## src/rtl/pbs_pkg.sv

```systemverilog
// Package: shared phase encoding for the power-on boot sequencer.
// Assumes: phase codes are visible on phase_o and must not be renumbered.
package pbs_pkg;
    typedef enum logic [3:0] {
        PH_WAIT_OSC  = 4'd0,
        PH_STRETCH   = 4'd1,
        PH_FETCH     = 4'd2,
        PH_PLL       = 4'd3,
        PH_PRE_WAIT  = 4'd4,
        PH_PREBOOT   = 4'd5,
        PH_WAKE      = 4'd6,
        PH_RUN       = 4'd7,
        PH_ERR_FETCH = 4'd8,
        PH_ERR_VEC   = 4'd9
    } boot_phase_e;
endpackage

```

## src/rtl/pbs_stretch_timer.sv

```systemverilog
// Module: counts the reset-stretch window.
// Purpose: done is high in the last of CYCLES consecutive cycles with run high.
// Assumes: run stays high until done has been seen; dropping run clears the count.
module pbs_stretch_timer #(
    parameter int CYCLES = 32
) (
    input  logic clk,
    input  logic rst_n,
    input  logic run,
    output logic done
);
    localparam int CW = $clog2(CYCLES + 1);
    localparam logic [CW-1:0] LAST = CW'(CYCLES - 1);

    logic [CW-1:0] cnt;

    // Terminal count of the stretch window.
    assign done = run && (cnt == LAST);

    // Counts cycles spent in the window; clears outside it.
    always_ff @(posedge clk) begin
        if (!rst_n)
            cnt <= '0;
        else if (!run)
            cnt <= '0;
        else if (!done)
            cnt <= cnt + 1'b1;
    end

    // the count never runs past the last value while the window is open
    p_cnt_bounded_r2: assert property (@(posedge clk) disable iff (!rst_n)
        run |-> (cnt <= LAST));
endmodule

```

## src/rtl/pbs_cfg_fetch.sv

```systemverilog
// Module: holds the configuration word and times the flash read.
// Purpose: loads the word from the flash handshake or from the hard-coded
// constant, and flags a timeout when no read completes within TIMEOUT cycles.
// Assumes: active is high only during the fetch phase; load_hard and active
// are never high together.
module pbs_cfg_fetch #(
    parameter int          WORD_W    = 32,
    parameter int          TIMEOUT   = 4096,
    parameter logic [31:0] HARD_WORD = 32'h5A3C_0F81
) (
    input  logic              clk,
    input  logic              rst_n,
    input  logic              active,
    input  logic              load_hard,
    input  logic              rd_valid,
    input  logic [WORD_W-1:0] rd_data,
    output logic              timeout,
    output logic [WORD_W-1:0] word
);
    localparam int TW = $clog2(TIMEOUT + 1);
    localparam logic [TW-1:0] T_LAST = TW'(TIMEOUT - 1);

    logic [TW-1:0] tcnt;

    // Timeout fires in the last allowed cycle if data has not arrived.
    assign timeout = active && !rd_valid && (tcnt == T_LAST);

    // Fetch-cycle counter, idle outside the fetch phase.
    always_ff @(posedge clk) begin
        if (!rst_n)
            tcnt <= '0;
        else if (!active)
            tcnt <= '0;
        else if (tcnt != T_LAST)
            tcnt <= tcnt + 1'b1;
    end

    // Configuration word register: flash data or fallback constant.
    always_ff @(posedge clk) begin
        if (!rst_n)
            word <= '0;
        else if (load_hard)
            word <= HARD_WORD[WORD_W-1:0];
        else if (active && rd_valid)
            word <= rd_data;
    end

    // the word only changes through a load
    p_word_hold_r5: assert property (@(posedge clk) disable iff (!rst_n)
        (!load_hard && !(active && rd_valid)) |=> $stable(word));
endmodule

```

## src/rtl/pbs_preboot_scan.sv

```systemverilog
// Module: consumes preboot address/data records.
// Purpose: captures the boot vector from a write to the scratch address and
// reports when the terminator record has been accepted.
// Assumes: one record per cycle; records are accepted only while active.
module pbs_preboot_scan #(
    parameter int              AW       = 32,
    parameter int              DW       = 32,
    parameter logic [AW-1:0]   SCRATCH  = '0,
    parameter logic [DW-1:0]   DEF_VEC  = '0
) (
    input  logic          clk,
    input  logic          rst_n,
    input  logic          active,
    input  logic          rec_valid,
    input  logic          rec_end,
    input  logic [AW-1:0] rec_addr,
    input  logic [DW-1:0] rec_data,
    output logic          term,
    output logic          vec_seen,
    output logic [DW-1:0] boot_vec
);
    logic vec_hit;

    // Record accepted and addressed to the scratch register.
    assign vec_hit = active && rec_valid && !rec_end && (rec_addr == SCRATCH);
    // Terminator accepted this cycle.
    assign term    = active && rec_valid && rec_end;

    // Boot vector register and its written flag.
    always_ff @(posedge clk) begin
        if (!rst_n) begin
            boot_vec <= DEF_VEC;
            vec_seen <= 1'b0;
        end else if (vec_hit) begin
            boot_vec <= rec_data;
            vec_seen <= 1'b1;
        end
    end

    // a record to any other address leaves the vector alone
    p_vec_only_scratch_r7: assert property (@(posedge clk) disable iff (!rst_n)
        (active && rec_valid && !rec_end && rec_addr != SCRATCH) |=> $stable(boot_vec));
endmodule

```

## src/rtl/por_boot_seq.sv

```systemverilog
// Module: power-on reset boot sequencer (top).
// Purpose: steps through oscillator wait, reset stretch, configuration load,
// PLL lock, preboot writes, wake and core release, with two parking error
// phases for a failed fetch and a missing boot vector.
// Assumes: all inputs are synchronous to clk; rst_n is the synchronous
// power-on reset; the flash and PLLs sit behind simple level handshakes.
module por_boot_seq
    import pbs_pkg::*;
#(
    parameter int              STRETCH_CYC   = 32,
    parameter int              FETCH_TIMEOUT = 4096,
    parameter int              CFG_W         = 32,
    parameter int              ENG_W         = 4,
    parameter int              PB_AW         = 32,
    parameter int              PB_DW         = 32,
    parameter logic [PB_AW-1:0] SCRATCH_ADDR = 32'h0000_0600,
    parameter logic [PB_DW-1:0] DEFAULT_VEC  = 32'h0000_1000,
    parameter logic [31:0]     HARD_CFG      = 32'h5A3C_0F81
) (
    input  logic             clk,
    input  logic             rst_n,
    input  logic             osc_stable_i,
    input  logic [ENG_W-1:0] eng_strap_i,
    input  logic             cfg_src_strap_i,
    output logic             por_n_o,
    output logic [ENG_W-1:0] eng_cfg_o,
    output logic             flash_rd_req_o,
    output logic             flash_x2_o,
    input  logic             flash_rd_valid_i,
    input  logic [CFG_W-1:0] flash_rd_data_i,
    output logic [CFG_W-1:0] cfg_word_o,
    input  logic             pll_lock_i,
    input  logic             plat_clk_ok_i,
    input  logic             pbi_valid_i,
    input  logic             pbi_end_i,
    input  logic [PB_AW-1:0] pbi_addr_i,
    input  logic [PB_DW-1:0] pbi_data_i,
    output logic             pbi_ready_o,
    output logic [PB_DW-1:0] boot_vec_o,
    output logic             sleep_o,
    output logic             core_rst_n_o,
    output logic             rst_req_n_o,
    output logic [3:0]       phase_o
);
    boot_phase_e state, state_nx;
    logic stretch_done, leave_stretch, fetch_timeout;
    logic pb_term, vec_seen, hard_q;

    assign leave_stretch = (state == PH_STRETCH) && stretch_done;

    pbs_stretch_timer #(.CYCLES(STRETCH_CYC)) u_stretch (
        .clk  (clk),
        .rst_n(rst_n),
        .run  (state == PH_STRETCH),
        .done (stretch_done)
    );

    pbs_cfg_fetch #(
        .WORD_W   (CFG_W),
        .TIMEOUT  (FETCH_TIMEOUT),
        .HARD_WORD(HARD_CFG)
    ) u_fetch (
        .clk      (clk),
        .rst_n    (rst_n),
        .active   (state == PH_FETCH),
        .load_hard(leave_stretch && cfg_src_strap_i),
        .rd_valid (flash_rd_valid_i),
        .rd_data  (flash_rd_data_i),
        .timeout  (fetch_timeout),
        .word     (cfg_word_o)
    );

    pbs_preboot_scan #(
        .AW     (PB_AW),
        .DW     (PB_DW),
        .SCRATCH(SCRATCH_ADDR),
        .DEF_VEC(DEFAULT_VEC)
    ) u_preboot (
        .clk      (clk),
        .rst_n    (rst_n),
        .active   (state == PH_PREBOOT),
        .rec_valid(pbi_valid_i),
        .rec_end  (pbi_end_i),
        .rec_addr (pbi_addr_i),
        .rec_data (pbi_data_i),
        .term     (pb_term),
        .vec_seen (vec_seen),
        .boot_vec (boot_vec_o)
    );

    // Next-phase selection in the fixed boot order.
    always_comb begin
        state_nx = state;
        unique case (state)
            PH_WAIT_OSC: if (osc_stable_i) state_nx = PH_STRETCH;
            PH_STRETCH:  if (stretch_done) state_nx = cfg_src_strap_i ? PH_PLL : PH_FETCH;
            PH_FETCH: begin
                if (flash_rd_valid_i)   state_nx = PH_PLL;
                else if (fetch_timeout) state_nx = PH_ERR_FETCH;
            end
            PH_PLL:      if (pll_lock_i) state_nx = hard_q ? PH_WAKE : PH_PRE_WAIT;
            PH_PRE_WAIT: if (plat_clk_ok_i) state_nx = PH_PREBOOT;
            PH_PREBOOT:  if (pb_term) state_nx = vec_seen ? PH_WAKE : PH_ERR_VEC;
            PH_WAKE:     state_nx = PH_RUN;
            default:     state_nx = state;
        endcase
    end

    // Phase register.
    always_ff @(posedge clk) begin
        if (!rst_n) state <= PH_WAIT_OSC;
        else        state <= state_nx;
    end

    // Engineering straps follow the pins until the oscillator is seen stable.
    always_ff @(posedge clk) begin
        if (!rst_n)                   eng_cfg_o <= '0;
        else if (state == PH_WAIT_OSC) eng_cfg_o <= eng_strap_i;
    end

    // Source strap latched on the edge the stretched reset releases.
    always_ff @(posedge clk) begin
        if (!rst_n)             hard_q <= 1'b0;
        else if (leave_stretch) hard_q <= cfg_src_strap_i;
    end

    // Phase-decoded outputs.
    assign por_n_o        = !(state == PH_WAIT_OSC || state == PH_STRETCH);
    assign flash_rd_req_o = (state == PH_FETCH);
    assign flash_x2_o     = (state == PH_FETCH);
    assign pbi_ready_o    = (state == PH_PREBOOT);
    assign sleep_o        = !(state == PH_WAKE || state == PH_RUN);
    assign core_rst_n_o   = (state == PH_RUN);
    assign rst_req_n_o    = (state != PH_ERR_VEC);
    assign phase_o        = state;

    // reset releases only at the end of the stretch window
    p_por_after_stretch_r2: assert property (@(posedge clk) disable iff (!rst_n)
        $rose(por_n_o) |-> $past(stretch_done));
    // engineering straps are frozen once the oscillator is stable
    p_eng_frozen_r3: assert property (@(posedge clk) disable iff (!rst_n)
        (state != PH_WAIT_OSC) |=> $stable(eng_cfg_o));
    // configuration word is held from the PLL phase onward
    p_cfg_frozen_r6: assert property (@(posedge clk) disable iff (!rst_n)
        (state inside {PH_PLL, PH_PRE_WAIT, PH_PREBOOT, PH_WAKE, PH_RUN,
                       PH_ERR_FETCH, PH_ERR_VEC}) |=> $stable(cfg_word_o));
    // no progress without PLL lock
    p_pll_gate_r6: assert property (@(posedge clk) disable iff (!rst_n)
        (state == PH_PLL && !pll_lock_i) |=> (state == PH_PLL));
    // sleep indicator is already low when the core is released
    p_sleep_first_r8: assert property (@(posedge clk) disable iff (!rst_n)
        $rose(core_rst_n_o) |-> $past(!sleep_o));
    // flash-path core release requires a boot-vector write
    p_vec_before_core_r7: assert property (@(posedge clk) disable iff (!rst_n)
        ($rose(core_rst_n_o) && !hard_q) |-> vec_seen);
    // a failed fetch never raises the reset request nor frees the core
    p_fetch_fail_quiet_r10: assert property (@(posedge clk) disable iff (!rst_n)
        (state == PH_ERR_FETCH) |-> (rst_req_n_o && !core_rst_n_o && sleep_o));
endmodule

```

## config.mk

```make
export PLATFORM = sky130hd
export DESIGN_NAME = por_boot_seq
export DESIGN_NICKNAME = d
export VERILOG_FILES = /design/src/rtl/pbs_pkg.sv /design/src/rtl/pbs_stretch_timer.sv /design/src/rtl/pbs_cfg_fetch.sv /design/src/rtl/pbs_preboot_scan.sv /design/src/rtl/por_boot_seq.sv
export SDC_FILE = /design/constraint.sdc
export NUM_CORES = 1
export LEC_CHECK = 0
export BUFFER_PORTS_ARGS = -buffer_cell sky130_fd_sc_hd__clkbuf_2
export CORE_UTILIZATION = 35
export DETAILED_ROUTE_END_ITERATION = 8
export GPL_TIMING_DRIVEN = 0
export PLACE_DENSITY = 0.75
export SLEW_MARGIN = 15
export SYNTH_ARGS = -nofsm -noshare
export SYNTH_HDL_FRONTEND = slang
export SYNTH_SLANG_ARGS = --single-unit
```

## constraint.sdc

```tcl
create_clock -name clk -period 2.9 [get_ports clk]
set_input_delay 0.435 -clock clk [delete_from_list [all_inputs] [get_ports clk]]
set_output_delay 0.435 -clock clk [all_outputs]
set_load 0.02 [all_outputs]
```

Word level (Yosys, flattened, before mapping)
Cells that the tools add are included.
{ "word_totals": {"reg_bits": 93, "out_inout_bits": 79, "word_cells": 66} }
{ "op_classes": {"eq_ne": 18, "n_addsub": 2, "n_reduce_logical": 23, "n_mux": 13, "bitwise": 1} }
{ "ops": {"columns": ["cell", "count"], "rows": [
  ["31-bit two-way mux", 2],
  ["32-bit by 11-bit equality test with 1-bit output (second input constant)", 1],
  ["4-bit two-way mux", 8],
  ["4-bit one-hot mux with 7 select lines", 1],
  ["4-bit by 3-bit equality test with 1-bit output (second input constant)", 4],
  ["13-bit by 1-bit adder with 13-bit output (second input constant)", 1],
  ["13-bit by 12-bit equality test with 1-bit output (second input constant)", 1],
  ["13-bit by 12-bit inequality test with 1-bit output (second input constant)", 1],
  ["1-bit logical AND", 10],
  ["2-bit inequality test (second input constant)", 5],
  ["4-bit by 2-bit equality test with 1-bit output (second input constant)", 2],
  ["7-bit AND reduction", 1],
  ["7-bit nonzero test", 1],
  ["6-bit by 1-bit adder with 6-bit output (second input constant)", 1],
  ["6-bit by 5-bit equality test with 1-bit output (second input constant)", 1],
  ["4-bit by 1-bit equality test with 1-bit output (second input constant)", 1],
  ["1-bit logical NOT", 4],
  ["4-bit logical NOT", 1],
  ["4-bit inequality test (second input constant)", 1],
  ["2-bit AND reduction", 2],
  ["3-bit inequality test (second input constant)", 1],
  ["1-bit logical OR", 2],
  ["2-bit two-way mux", 1],
  ["2-bit nonzero test", 1],
  ["other kinds (3)", 3]
]} }

Longest topological paths before layout
Gate-level depths: netlist (run 1).
{ "depth": {"ltp_word": 6, "depth_mapped": 8} }

By module
Synthesis (run 1) repeated with hierarchy kept, for this count alone.
{ "unflattened": {"hier_cells": 484, "hier_area_um2": 4139.0} }
{ "by_module_without_submodules": {"columns": ["mod", "cells_each", "area_per_inst_um2", "seq_area_each_um2", "instances"], "rows": [
  ["pbs_cfg_fetch", 227, 1819.2, 900.9, 1],
  ["pbs_preboot_scan", 154, 1433.9, 660.6, 1],
  ["por_boot_seq", 72, 599.3, 180.2, 1],
  ["pbs_stretch_timer", 31, 286.5, 120.1, 1]
]} }

Worst setup path after synthesis (run 1)
Ideal clock, no wire load.
{ "synth_timing": {"kind": "flip-flop to flip-flop", "from": "reg state[1], in the netlist phase_o[1]", "to": "reg u_fetch.word[28]", "synth_period_minus_slack_ps": 2170, "setup_ps": 74, "arrival_ps": 2095, "path_stages_with_launch": 8, "t_required_ps": 2826, "slack_ps": 730, "cell_sequence": "dfxtp_1 > nor2b_1 > nor3b_2 > and2_1 > clkbuf_1 > clkbuf_1 > nand2_1 > a31oi_1"} }
{ "synth_lines": {"columns": ["element", "line_no", "rtl"], "rows": [
  ["start, declared", "por_boot_seq.sv:45", "boot_phase_e state, state_nx;"],
  ["start signal, assigned", "por_boot_seq.sv:112", "else state <= state_nx;"],
  ["4-bit by 2-bit equality test with 1-bit output", null, null],
  ["named net flash_rd_req_o", "por_boot_seq.sv:27", "output logic flash_rd_req_o,"],
  ["1-bit logical AND", "pbs_cfg_fetch.sv:44", "else if (active && rd_valid)"],
  ["2-bit nonzero test (no source line)", null, null],
  ["end signal, assigned", "pbs_cfg_fetch.sv:43", "word <= HARD_WORD[WORD_W-1:0];"],
  ["end signal, assigned", "pbs_cfg_fetch.sv:45", "word <= rd_data;"],
  ["end, declared", "pbs_cfg_fetch.sv:18", "output logic [WORD_W-1:0] word"]
]} }
The timed path passes the listed nets, and every way through them passes these cells.
A chain may end at the register's enable or synchronous reset.

Final worst setup path (run 1)
{ "layout_timing": {"from": "reg state[3], in the netlist phase_o[3]", "to": "reg u_fetch.word[29]"} }
{ "layout_via": {"elab_chain_len": 5} }
{ "layout_rtl": {"columns": ["element", "line_no", "rtl"], "rows": [
  ["4-bit by 1-bit equality test with 1-bit output", "por_boot_seq.sv:49, por_boot_seq.sv:54", null],
  ["1-bit logical AND", "pbs_stretch_timer.sv:18", "assign done = run && (cnt == LAST);"],
  ["1-bit logical AND", "por_boot_seq.sv:49", "assign leave_stretch = (state == PH_STRETCH) && stretch_done;"],
  ["1-bit logical AND", "por_boot_seq.sv:66", ".load_hard(leave_stretch && cfg_src_strap_i),"],
  ["2-bit OR reduction (no source line)", null, null]
]} }
Several ways; a longest one is shown, not always the timed one.

==> flow_metrics.tcl, run 1 <==
set metrics [dict create \
    status "finished clean" \
    synth_edf_count 0 \
    synth_top_cells_by_count "93 x dfxtp_1, 81 x nand2_1, 39 x mux2i_1, 30 x nor2_1, 28 x nor2b_1" \
    r2r_start "phase_o[3]" \
    p_leak_nw 2.187 \
    intPower_mw 2.192 \
    root_buffer "clkbuf_8" \
    hold_buffers 0 \
    post-dp-hpwl_um 7959 \
    finalCritPeriodShare 0.9088 \
    io_pins 188 \
    clk_pin_slew_worst_paths_ns 0.10 \
    synth_seq_cells 93 \
    rr_endpoint "u_fetch.word[29]" \
    netlist.top_cell.by_area "dfxtp_1" \
    rsz0062_at_grt "false" \
    min_path_cells 3 \
    start_util 0.3665 \
    wl_per_cell_um 13.11 \
    ant_nets 0 \
    area_growth_pct 35.20 \
    top_usage_layer "met2" \
    seq_area_frac_synth 0.4855 \
    diodes 0 \
    drive_above_1_share 0.3444 \
    synth.distinct_cells 46 \
    clock_sinks 93 \
    dominantRegCellSynth "dfxtp_1" \
    ir_worst_vdd_mv 0.3314 \
    coreArea_um2 10460 \
    worst_slack_ns 0.2645 \
    hold_path_end "u_fetch.word[26]" \
    syn_area_um2 3835 \
    setup_viol 0 \
    slew_headroom 0.3525 \
    vias 3753 \
    drv_slew 0 \
    clk_latency_ns 0.35 \
    max_freq_ghz 0.3794 \
    cts_resized 0 \
    finalCriticalPeriod_ns 2.636 \
    drv_cap 0 \
    layoutNonFillerInstCount 769 \
    crit_chain "buf_2 > nor4b_1 > nand3_1 > nand2_1 > buf_2 > a21oi_1" \
    drtPass1Iterations 4 \
    syn_area_per_cell_um2 8.918 \
    worstMarginPinSlew_ns 0.9591 \
    setup.worst_path.start_class "register" \
    synth_area_leaders "dfxtp_1 49%, mux2i_1 10%, nand2_1 7.9%" \
    finalWirelength_um 10080 \
    drc 0 \
    hold_class "primary input to register" \
    grt_pass1_vias 3598 \
    clock_skew_ns 0.01618 \
    hold_violations 0 \
    h-tree-depth 3 \
    cts_buffers 9 \
    setup.worst_path.class "register to register" \
    finalSetupTns_ns 0 \
    path_common_cell "buf_2" \
    critPathMaxStageDelay_ns 0.78 \
    synth.most_common_cell "dfxtp_1" \
    drt_iter0_markers 151 \
    power_density_nw_per_um2 601.7 \
    die_area_um2 11380 \
    grt_use_total 0.1760 \
    yosysWarningCount 0 \
    grt_pass1_wl_um 16000 \
    grtUsageMet3 0.04802 \
    synth_top_area_frac 0.4855 \
    grt_remaining_overflow 0 \
    die_h_um 106.7 \
    rr_worst_depth 6 \
    place_ws_ns 0.3245 \
    swShare 0.2972 \
    gr-usage-met1 0.1961 \
    r2r_slack_ns 0.26 \
    combinationalPowerShare 0.216 \
    fp.dieW_um 106.7 \
    pwr-share-clk 0.333 \
    n_fill_cell 981 \
    place_congestion 0.8094 \
    num_rows 37 \
    final_area_um2 5185 \
    cts_tree "done" \
    placedCellCount 753 \
    synthArstFlopShare 0 \
    num-nets-final 739 \
    end_kind "register" \
    switchingPower_mw 0.9273 \
    port_buffers 187 \
    syn_inst 430 \
    arrival_ns 2.87 \
    grt_start_max_net_pins 17 \
    cpMaxStageDelayCell "nor4b_1" \
    cp_max_fo 10 \
    antenna_found_initial 0 \
    avgViaCountPerCell 4.880 \
    dpl_cell_area_um2 4941 \
    seq_power_share 0.451 \
    grtUsageMet2 0.3263 \
    syn_nets 541 \
    cp.required_ns 3.14 \
    holdCritStartpoint "flash_rd_data_i[26]" \
    clk_path_buf_depth 2 \
    post_cts_buffers 0 \
]
-- cell usage in the layout (no fill, tap or decap), types with 2 or more instances in the layout --
cell and instances:
o21ai_0 6, a211oi_1 2, nor4b_1 4, nor3_1 4, nand3b_1 2, xnor2_1 4, clkbuf_2 187, nand3_1 10
buf_2 7, nor2b_1 28, o2111ai_1 3, a31oi_1 18, inv_1 8, nor4_1 6, inv_6 2, nand2b_1 3
or3_1 2, nand2_1 81, xor2_1 6, clkbuf_1 18, nor2_1 30, nand4_1 6, ha_1 2, and3_1 3
mux2i_1 39, bufinv_16 3, a21oi_1 23, and2_1 2, dfxtp_1 93, o211ai_1 2, clkbuf_8 9
-- stage by stage --
step	total power [mW]	util	hold slack, ns
final	3.120	0.4956	0.2874
after global routing	3.281	0.4956	0.2753
after CTS	3.152	0.4956	0.2711
after detailed placement	2.114	0.4723	0.4499
after global placement	2.095	0.4723	0.4414
after floorplan	1.857	-	0.4363
-- sequential cells by signal, indices dropped and copies added (netlist names) --
register,count
eng_cfg_o,4
hard_q,1
phase_o,4
u_fetch.tcnt,13
u_fetch.word,32
u_preboot.boot_vec,32
u_preboot.vec_seen,1
u_stretch.cnt,6
-- layout make-up --
type | count | area (µm²) | area share
flip-flops and latches | 93 | 1862 | 0.3591
multi-input cells | 303 | 1826 | 0.3521
repair buffers | 187 | 935.9 | 0.1805
well taps | 136 | 170.2 | 0.03282
clock buffers | 10 | 127.6 | 0.02461
plain buffers | 26 | 117.6 | 0.02268
clock inverters | 6 | 116.4 | 0.02244
inverters | 8 | 30.03 | 0.005792
-- kinds of logic (layout without fill, tap and decap cells) --
kind of cell	Yosys count	in the layout	synth area share
fa+ha+maj	2	2	0.006524
xor+xnor	10	10	0.02284
buf+inv	34	237	0.03850
compound gates	61	61	0.09658
mux	39	39	0.1018
flops	93	93	0.4855
simple gates	191	191	0.2483
-- critical path: cells and delay by family, from the launching register on --
kind	cells	cell delay [ns]
AO/OA/AOI/OAI	1	0.06
buffers and inverters	2	0.47
flip-flops	1	0.35
AND/OR/NAND/NOR	3	1.65
-- power by group through the flow --
stage / Combinational [mW] / Clock (mW) / Sequential, mW
3_3_place_gp: 0.663 / 0 / 1.43
6_report: 0.675 / 1.04 / 1.41
4_1_cts: 0.678 / 1.07 / 1.41
5_1_grt: 0.742 / 1.12 / 1.42
2_1_floorplan: 0.353 / 0 / 1.50
3_5_place_dp: 0.678 / 0 / 1.44
-- how the worst max path moves through the flow --
stage / from / to / slack [ns]
2_1_floorplan: phase_o[1] / u_fetch.word[28] / 0.73
3_3_place_gp: phase_o[3] / u_fetch.word[14] / 0.32
3_5_place_dp: phase_o[3] / u_fetch.word[29] / 0.32
4_1_cts: phase_o[3] / u_fetch.word[29] / 0.32
5_1_grt: phase_o[3] / u_fetch.word[17] / 0.1
6_report: phase_o[3] / u_fetch.word[29] / 0.26
-- routing by layer --
layer,wire (µm),vias up
met5,0,-
met4,48,0
met3,795,4
met2,5066,158
met1,4169,1717
li1,-,1874
Power figures use the tool's default switching activity.
==> run 2, diff against run 1 <==
--- a/config.mk
+++ b/config.mk
@@ -6,10 +6,11 @@
 export NUM_CORES = 1
 export LEC_CHECK = 0
 export BUFFER_PORTS_ARGS = -buffer_cell sky130_fd_sc_hd__clkbuf_2
-export CORE_UTILIZATION = 35
+export CORE_UTILIZATION = 45
+export CTS_BUF_LIST = sky130_fd_sc_hd__clkbuf_16
 export DETAILED_ROUTE_END_ITERATION = 8
 export GPL_TIMING_DRIVEN = 0
-export PLACE_DENSITY = 0.75
+export PLACE_DENSITY = 0.9
 export SLEW_MARGIN = 15
 export SYNTH_ARGS = -nofsm -noshare
 export SYNTH_HDL_FRONTEND = slang
==> run 2 against run 1 <==
Via count increased by 0.13%. Global-route usage grew 4.4 points. Largest cell class unchanged. Critical path type unchanged. Die area shrank 22%. Combinational power decreased by 0.6%. Fmax is 0.32% lower. Worst hold slack better by 0.032 ns.
==> flow_metrics.tcl, run 2 (synthesis results as in run 1) <==
set metrics [dict create \
    status "finished clean" \
    diodes 0 \
    place_ws_ns 0.3043 \
    finalSetupTns_ns 0 \
    vias 3758 \
    setup.worst_path.start_class "register" \
    cpMaxStageDelayCell "nor4b_1" \
    clock_skew_ns 0.008687 \
    post_cts_buffers 0 \
    finalCritPeriodShare 0.9117 \
    setup.worst_path.class "register to register" \
    rr_worst_depth 6 \
    clk_pin_slew_worst_paths_ns 0.07 \
    cts_tree "done" \
    wl_per_cell_um 13.27 \
    holdCritStartpoint "flash_rd_data_i[26]" \
    fp.dieW_um 94.32 \
    die_h_um 94.32 \
    num-nets-final 739 \
    worst_slack_ns 0.2559 \
    hold_path_end "u_fetch.word[26]" \
    place_congestion 0.8348 \
    arrival_ns 2.86 \
    clk_latency_ns 0.33 \
    num_rows 33 \
    port_buffers 187 \
    drive_above_1_share 0.3428 \
    r2r_start "phase_o[3]" \
    cts_buffers 9 \
    start_util 0.4667 \
    cpLargestDelayFamily "simple AND/OR/NAND/NOR gates" \
    critPathMaxStageDelay_ns 0.81 \
    hold_class "primary input to register" \
    drv_cap 0 \
    final_common_cell "clkbuf_2" \
    area_growth_pct 36.08 \
    die_area_um2 8895 \
    path_buf_inv 2 \
    grt_pass1_wl_um 15240 \
    h-tree-depth 3 \
    power_density_nw_per_um2 633.1 \
    cts_resized 0 \
    grt_start_max_net_pins 16 \
    grtUsageMet2 0.4076 \
    grt_use_total 0.2196 \
    grt_remaining_overflow 0 \
    ant_nets 0 \
    drtPass1Iterations 4 \
    min_path_cells 3 \
    mostFrequentLayoutCells "187 x clkbuf_2, 93 x dfxtp_1, 81 x nand2_1" \
    cp.required_ns 3.11 \
    max_freq_ghz 0.3782 \
    drt_iter0_markers 136 \
    clk_path_buf_depth 2 \
    hold_buffers 0 \
    p_leak_nw 2.220 \
    grtUsageMet3 0.06877 \
    r2r_slack_ns 0.26 \
    worstMarginPinSlew_ns 0.9687 \
    ff_latch_area_um2 1862 \
    finalWirelength_um 9791 \
    slew_headroom 0.3460 \
    clock_sinks 93 \
    setup_viol 0 \
    cp_max_fo 10 \
    ir_worst_vdd_mv 0.3939 \
    drv_slew 0 \
    rr_endpoint "u_fetch.word[14]" \
    drc 0 \
    multiInputGateArea_um2 1826 \
    finalCriticalPeriod_ns 2.644 \
    end_kind "register" \
    antenna_found_initial 0 \
    coreArea_um2 8217 \
    path_common_cell "buf_2" \
    rsz0062_at_grt "false" \
    io_pins 188 \
    post-dp-hpwl_um 7746 \
    n_fill_cell 698 \
    reg_top3 "u_fetch.word x32, u_preboot.boot_vec x32, u_fetch.tcnt x13" \
    gr-usage-met1 0.2357 \
    avgViaCountPerCell 5.092 \
    crit_chain "buf_2 > nor4b_1 > nand3_1 > nand2_1 > buf_2 > a21oi_1" \
    root_buffer "clkbuf_16" \
    grt_pass1_vias 3456 \
    top_usage_layer "met2" \
    hold_violations 0 \
]
run 2: cell types whose count changed in the layout (fill, tap and decap cells not counted), sizes merged:
cell,delta
clkinvlp,+2
inv,+1
clkbuf,-1
bufinv,-1
clkinv,-1
run 2: final cells by class:
cell class,instances,area share
inverter,8,0.005754
clock buffer,9,0.04316
tap,105,0.02517
sequential,93,0.3567
timing repair buffer,187,0.1793
buffer,26,0.02254
multi-input combinational,303,0.3498
clock inverter,7,0.01750
run 2: power breakdown:
| part | internal, mW | total, mW | switching (mW) |
|---|---|---|---|
| Sequential | 1.35 | 1.41 | 0.0574 |
| Combinational | 0.263 | 0.671 | 0.408 |
| Clock | 0.752 | 1.22 | 0.473 |
| Total | 2.36 | 3.30 | 0.939 |
run 2: worst reg2reg max path: cells and delay by family, from the launching register on:
| family | cells | cell delay, ns |
|---|---|---|
| DFF | 1 | 0.34 |
| and+or+nand+nor | 3 | 1.65 |
| buffers and inverters | 2 | 0.47 |
| AOI/OAI and AO/OA | 1 | 0.06 |
run 2: worst max path at each step:
| stage | slack (ns) | endpoint | cells after the start | from |
|---|---|---|---|---|
| CTS | 0.28 | u_fetch.word[14] | 6 | phase_o[3] |
| detailed placement | 0.30 | u_fetch.word[14] | 6 | phase_o[3] |
| floorplan | 0.73 | u_fetch.word[28] | 7 | phase_o[1] |
| global placement | 0.37 | u_fetch.word[29] | 6 | phase_o[3] |
| global route | 0.03 | u_fetch.word[22] | 6 | phase_o[3] |
| finish | 0.26 | u_fetch.word[14] | 6 | phase_o[3] |
run 2: per-layer routing:
layer / vias to the layer above / wire length [µm]
li1: 1879 / -
met1: 1700 / 3890
met2: 171 / 4873
met3: 8 / 918
met4: 0 / 109
met5: - / 0
run 2: stage by stage:
step                      hold WS [ns]  instance area, µm²  total power [mW]  instances    util
after floorplan                 0.4363                3835             1.857        430       -
after global placement          0.4432                4902             2.084        722  0.5966
after detailed placement        0.4454                4902             2.108        722  0.5966
after CTS                       0.3120                5219             3.326        738  0.6351
after global routing            0.3236                5219             3.461        738  0.6351
final                           0.3198                5219             3.304        738  0.6351
==> run 3, diff against run 2 <==
--- a/config.mk
+++ b/config.mk
@@ -10,7 +10,7 @@
 export CTS_BUF_LIST = sky130_fd_sc_hd__clkbuf_16
 export DETAILED_ROUTE_END_ITERATION = 8
 export GPL_TIMING_DRIVEN = 0
-export PLACE_DENSITY = 0.9
+export PLACE_DENSITY_LB_ADDON = 0.1
 export SLEW_MARGIN = 15
 export SYNTH_ARGS = -nofsm -noshare
 export SYNTH_HDL_FRONTEND = slang
==> run 3 against run 2 <==
Worst hold slack got worse by 0.0080 ns. Non-clock buffer count did not move. Total power fell by 4.5%. Largest power group unchanged. Critical endpoint unchanged. Largest cell class unchanged. First-iteration DRC count fell by 3.7%. Register-to-register slack improved by 0.17 ns.
==> flow_metrics.tcl, run 3 (synthesis results as in run 1) <==
set metrics [dict create \
    status "finished clean" \
    start_util 0.4667 \
    critPathMaxStageDelay_ns 0.70 \
    post-dp-hpwl_um 7470 \
    final_common_cell "clkbuf_2" \
    clk_latency_ns 0.34 \
    ir_worst_vdd_mv 0.3893 \
    drt_iter0_markers 131 \
    finalCritPeriodShare 0.8515 \
    grt_use_total 0.2097 \
    arrival_ns 2.69 \
    hold_path_end "u_fetch.word[31]" \
    hold_violations 0 \
    grt_start_max_net_pins 17 \
    cpMaxStageDelayCell "nor4b_1" \
    end_kind "register" \
    root_buffer "clkbuf_16" \
    diodes 0 \
    drv_slew 0 \
    grt_pass1_vias 3123 \
    cpLargestDelayFamily "simple AND/OR/NAND/NOR gates" \
    crit_chain "buf_2 > nor4b_1 > nand3_1 > nand2_1 > buf_2 > a21oi_1" \
    antenna_found_initial 0 \
    setup.worst_path.start_class "register" \
    num-nets-final 739 \
    clock_sinks 93 \
    setup.worst_path.class "register to register" \
    post_cts_buffers 0 \
    path_buf_inv 2 \
    rsz0062_at_grt "false" \
    finalSetupTns_ns 0 \
    place_congestion 0.8262 \
    power_mw 3.157 \
    finalWirelength_um 9668 \
    clk_pin_slew_worst_paths_ns 0.07 \
    cts_tree "done" \
    cts_resized 0 \
    avgViaCountPerCell 4.967 \
    ant_nets 0 \
    placedCellCount 722 \
    num_rows 33 \
    drtPass1Iterations 4 \
    r2r_start "phase_o[3]" \
    clk_path_buf_depth 2 \
    finalCriticalPeriod_ns 2.469 \
    vias 3666 \
    drive_above_1_share 0.3428 \
    grt_pass1_wl_um 14590 \
    rr_worst_depth 6 \
    r2r_slack_ns 0.43 \
    drv_cap 0 \
    io_pins 188 \
    port_buffers 187 \
    fp.dieW_um 94.32 \
    grt_remaining_overflow 0 \
    slew_headroom 0.3736 \
    p_leak_nw 2.198 \
    rr_endpoint "u_fetch.word[14]" \
    path_common_cell "buf_2" \
    area_growth_pct 35.04 \
    max_freq_ghz 0.4049 \
    layoutNonFillerInstCount 738 \
    holdCritStartpoint "flash_rd_data_i[31]" \
    reg_top3 "u_fetch.word x32, u_preboot.boot_vec x32, u_fetch.tcnt x13" \
    power_density_nw_per_um2 609.5 \
    cts_buffers 9 \
    hold_buffers 0 \
    clock_skew_ns 0.007249 \
    die_h_um 94.32 \
    mostFrequentLayoutCells "187 x clkbuf_2, 93 x dfxtp_1, 81 x nand2_1" \
    setup_viol 0 \
    cp_max_fo 10 \
    min_path_cells 3 \
    drc 0 \
    cp.required_ns 3.12 \
    coreArea_um2 8217 \
    die_area_um2 8895 \
    wl_per_cell_um 13.10 \
    h-tree-depth 3 \
    hold_class "primary input to register" \
    worstMarginPinSlew_ns 0.9278 \
    final_core_util 0.6303 \
]
[run 3: changes by cell type in the layout (fill, tap and decap cells not counted)]
cell	before	now
clkinv_4	0	1
bufinv_16	2	0
inv_1	10	9
clkinv_1	0	1
inv_8	0	1
[run 3: stage by stage]
| stage | area (µm²) | setup slack [ns] | hold slack (ns) |
|---|---|---|---|
| after floorplan | 3835 | 0.7302 | 0.4363 |
| after global placement | 4902 | 0.4801 | 0.4415 |
| after detailed placement | 4902 | 0.4335 | 0.4460 |
| after CTS | 5179 | 0.4191 | 0.3092 |
| after global routing | 5179 | 0.2774 | 0.3138 |
| final | 5179 | 0.4305 | 0.3118 |
[run 3: metal layers]
metal / up-vias / wire (µm) / global-route usage
li1: 1880 / - / -
met1: 1675 / 4206 / 0.2560
met2: 104 / 4721 / 0.3629
met3: 7 / 625 / 0.04450
met4: 0 / 115 / 0.07308
met5: - / 0 / 0
[run 3: worst max-delay path by stage]
stage | start | end | slack [ns] | depth (start not counted)
final | phase_o[3] | u_fetch.word[14] | 0.43 | 6
after global routing | phase_o[1] | u_fetch.word[30] | 0.28 | 7
after CTS | phase_o[3] | u_fetch.word[14] | 0.42 | 6
after detailed placement | phase_o[3] | u_fetch.word[14] | 0.43 | 6
after global placement | phase_o[3] | u_fetch.word[16] | 0.48 | 6
after floorplan | phase_o[1] | u_fetch.word[28] | 0.73 | 7
[run 3: area by class of cell]
cell class                      count  area [µm²]
Timing Repair Buffer              187       935.9
Multi-Input combinational cell    303        1826
Tap cell                          105       131.4
Inverter                            8       30.03
Clock inverter                      7       51.30
Sequential cell                    93        1862
Clock buffer                        9       225.2
Buffer                             26       117.6
Fill cell                         765        3038
[run 3: report_power, final]
| part | internal [mW] | total (mW) | leakage (nW) | switching (mW) |
|---|---|---|---|---|
| combinational | 0.262 | 0.660 | 1.31 | 0.398 |
| sequential | 1.35 | 1.41 | 0.751 | 0.0600 |
| clock | 0.585 | 1.09 | 0.133 | 0.501 |
| total | 2.20 | 3.16 | 2.20 | 0.959 |
[run 3: worst register-to-register path: stages, from the launching register on]
cell	delay, ns
dfxtp_1	0.34
buf_2	0.18
nor4b_1	0.70
nand3_1	0.40
nand2_1	0.37
buf_2	0.29
a21oi_1	0.08
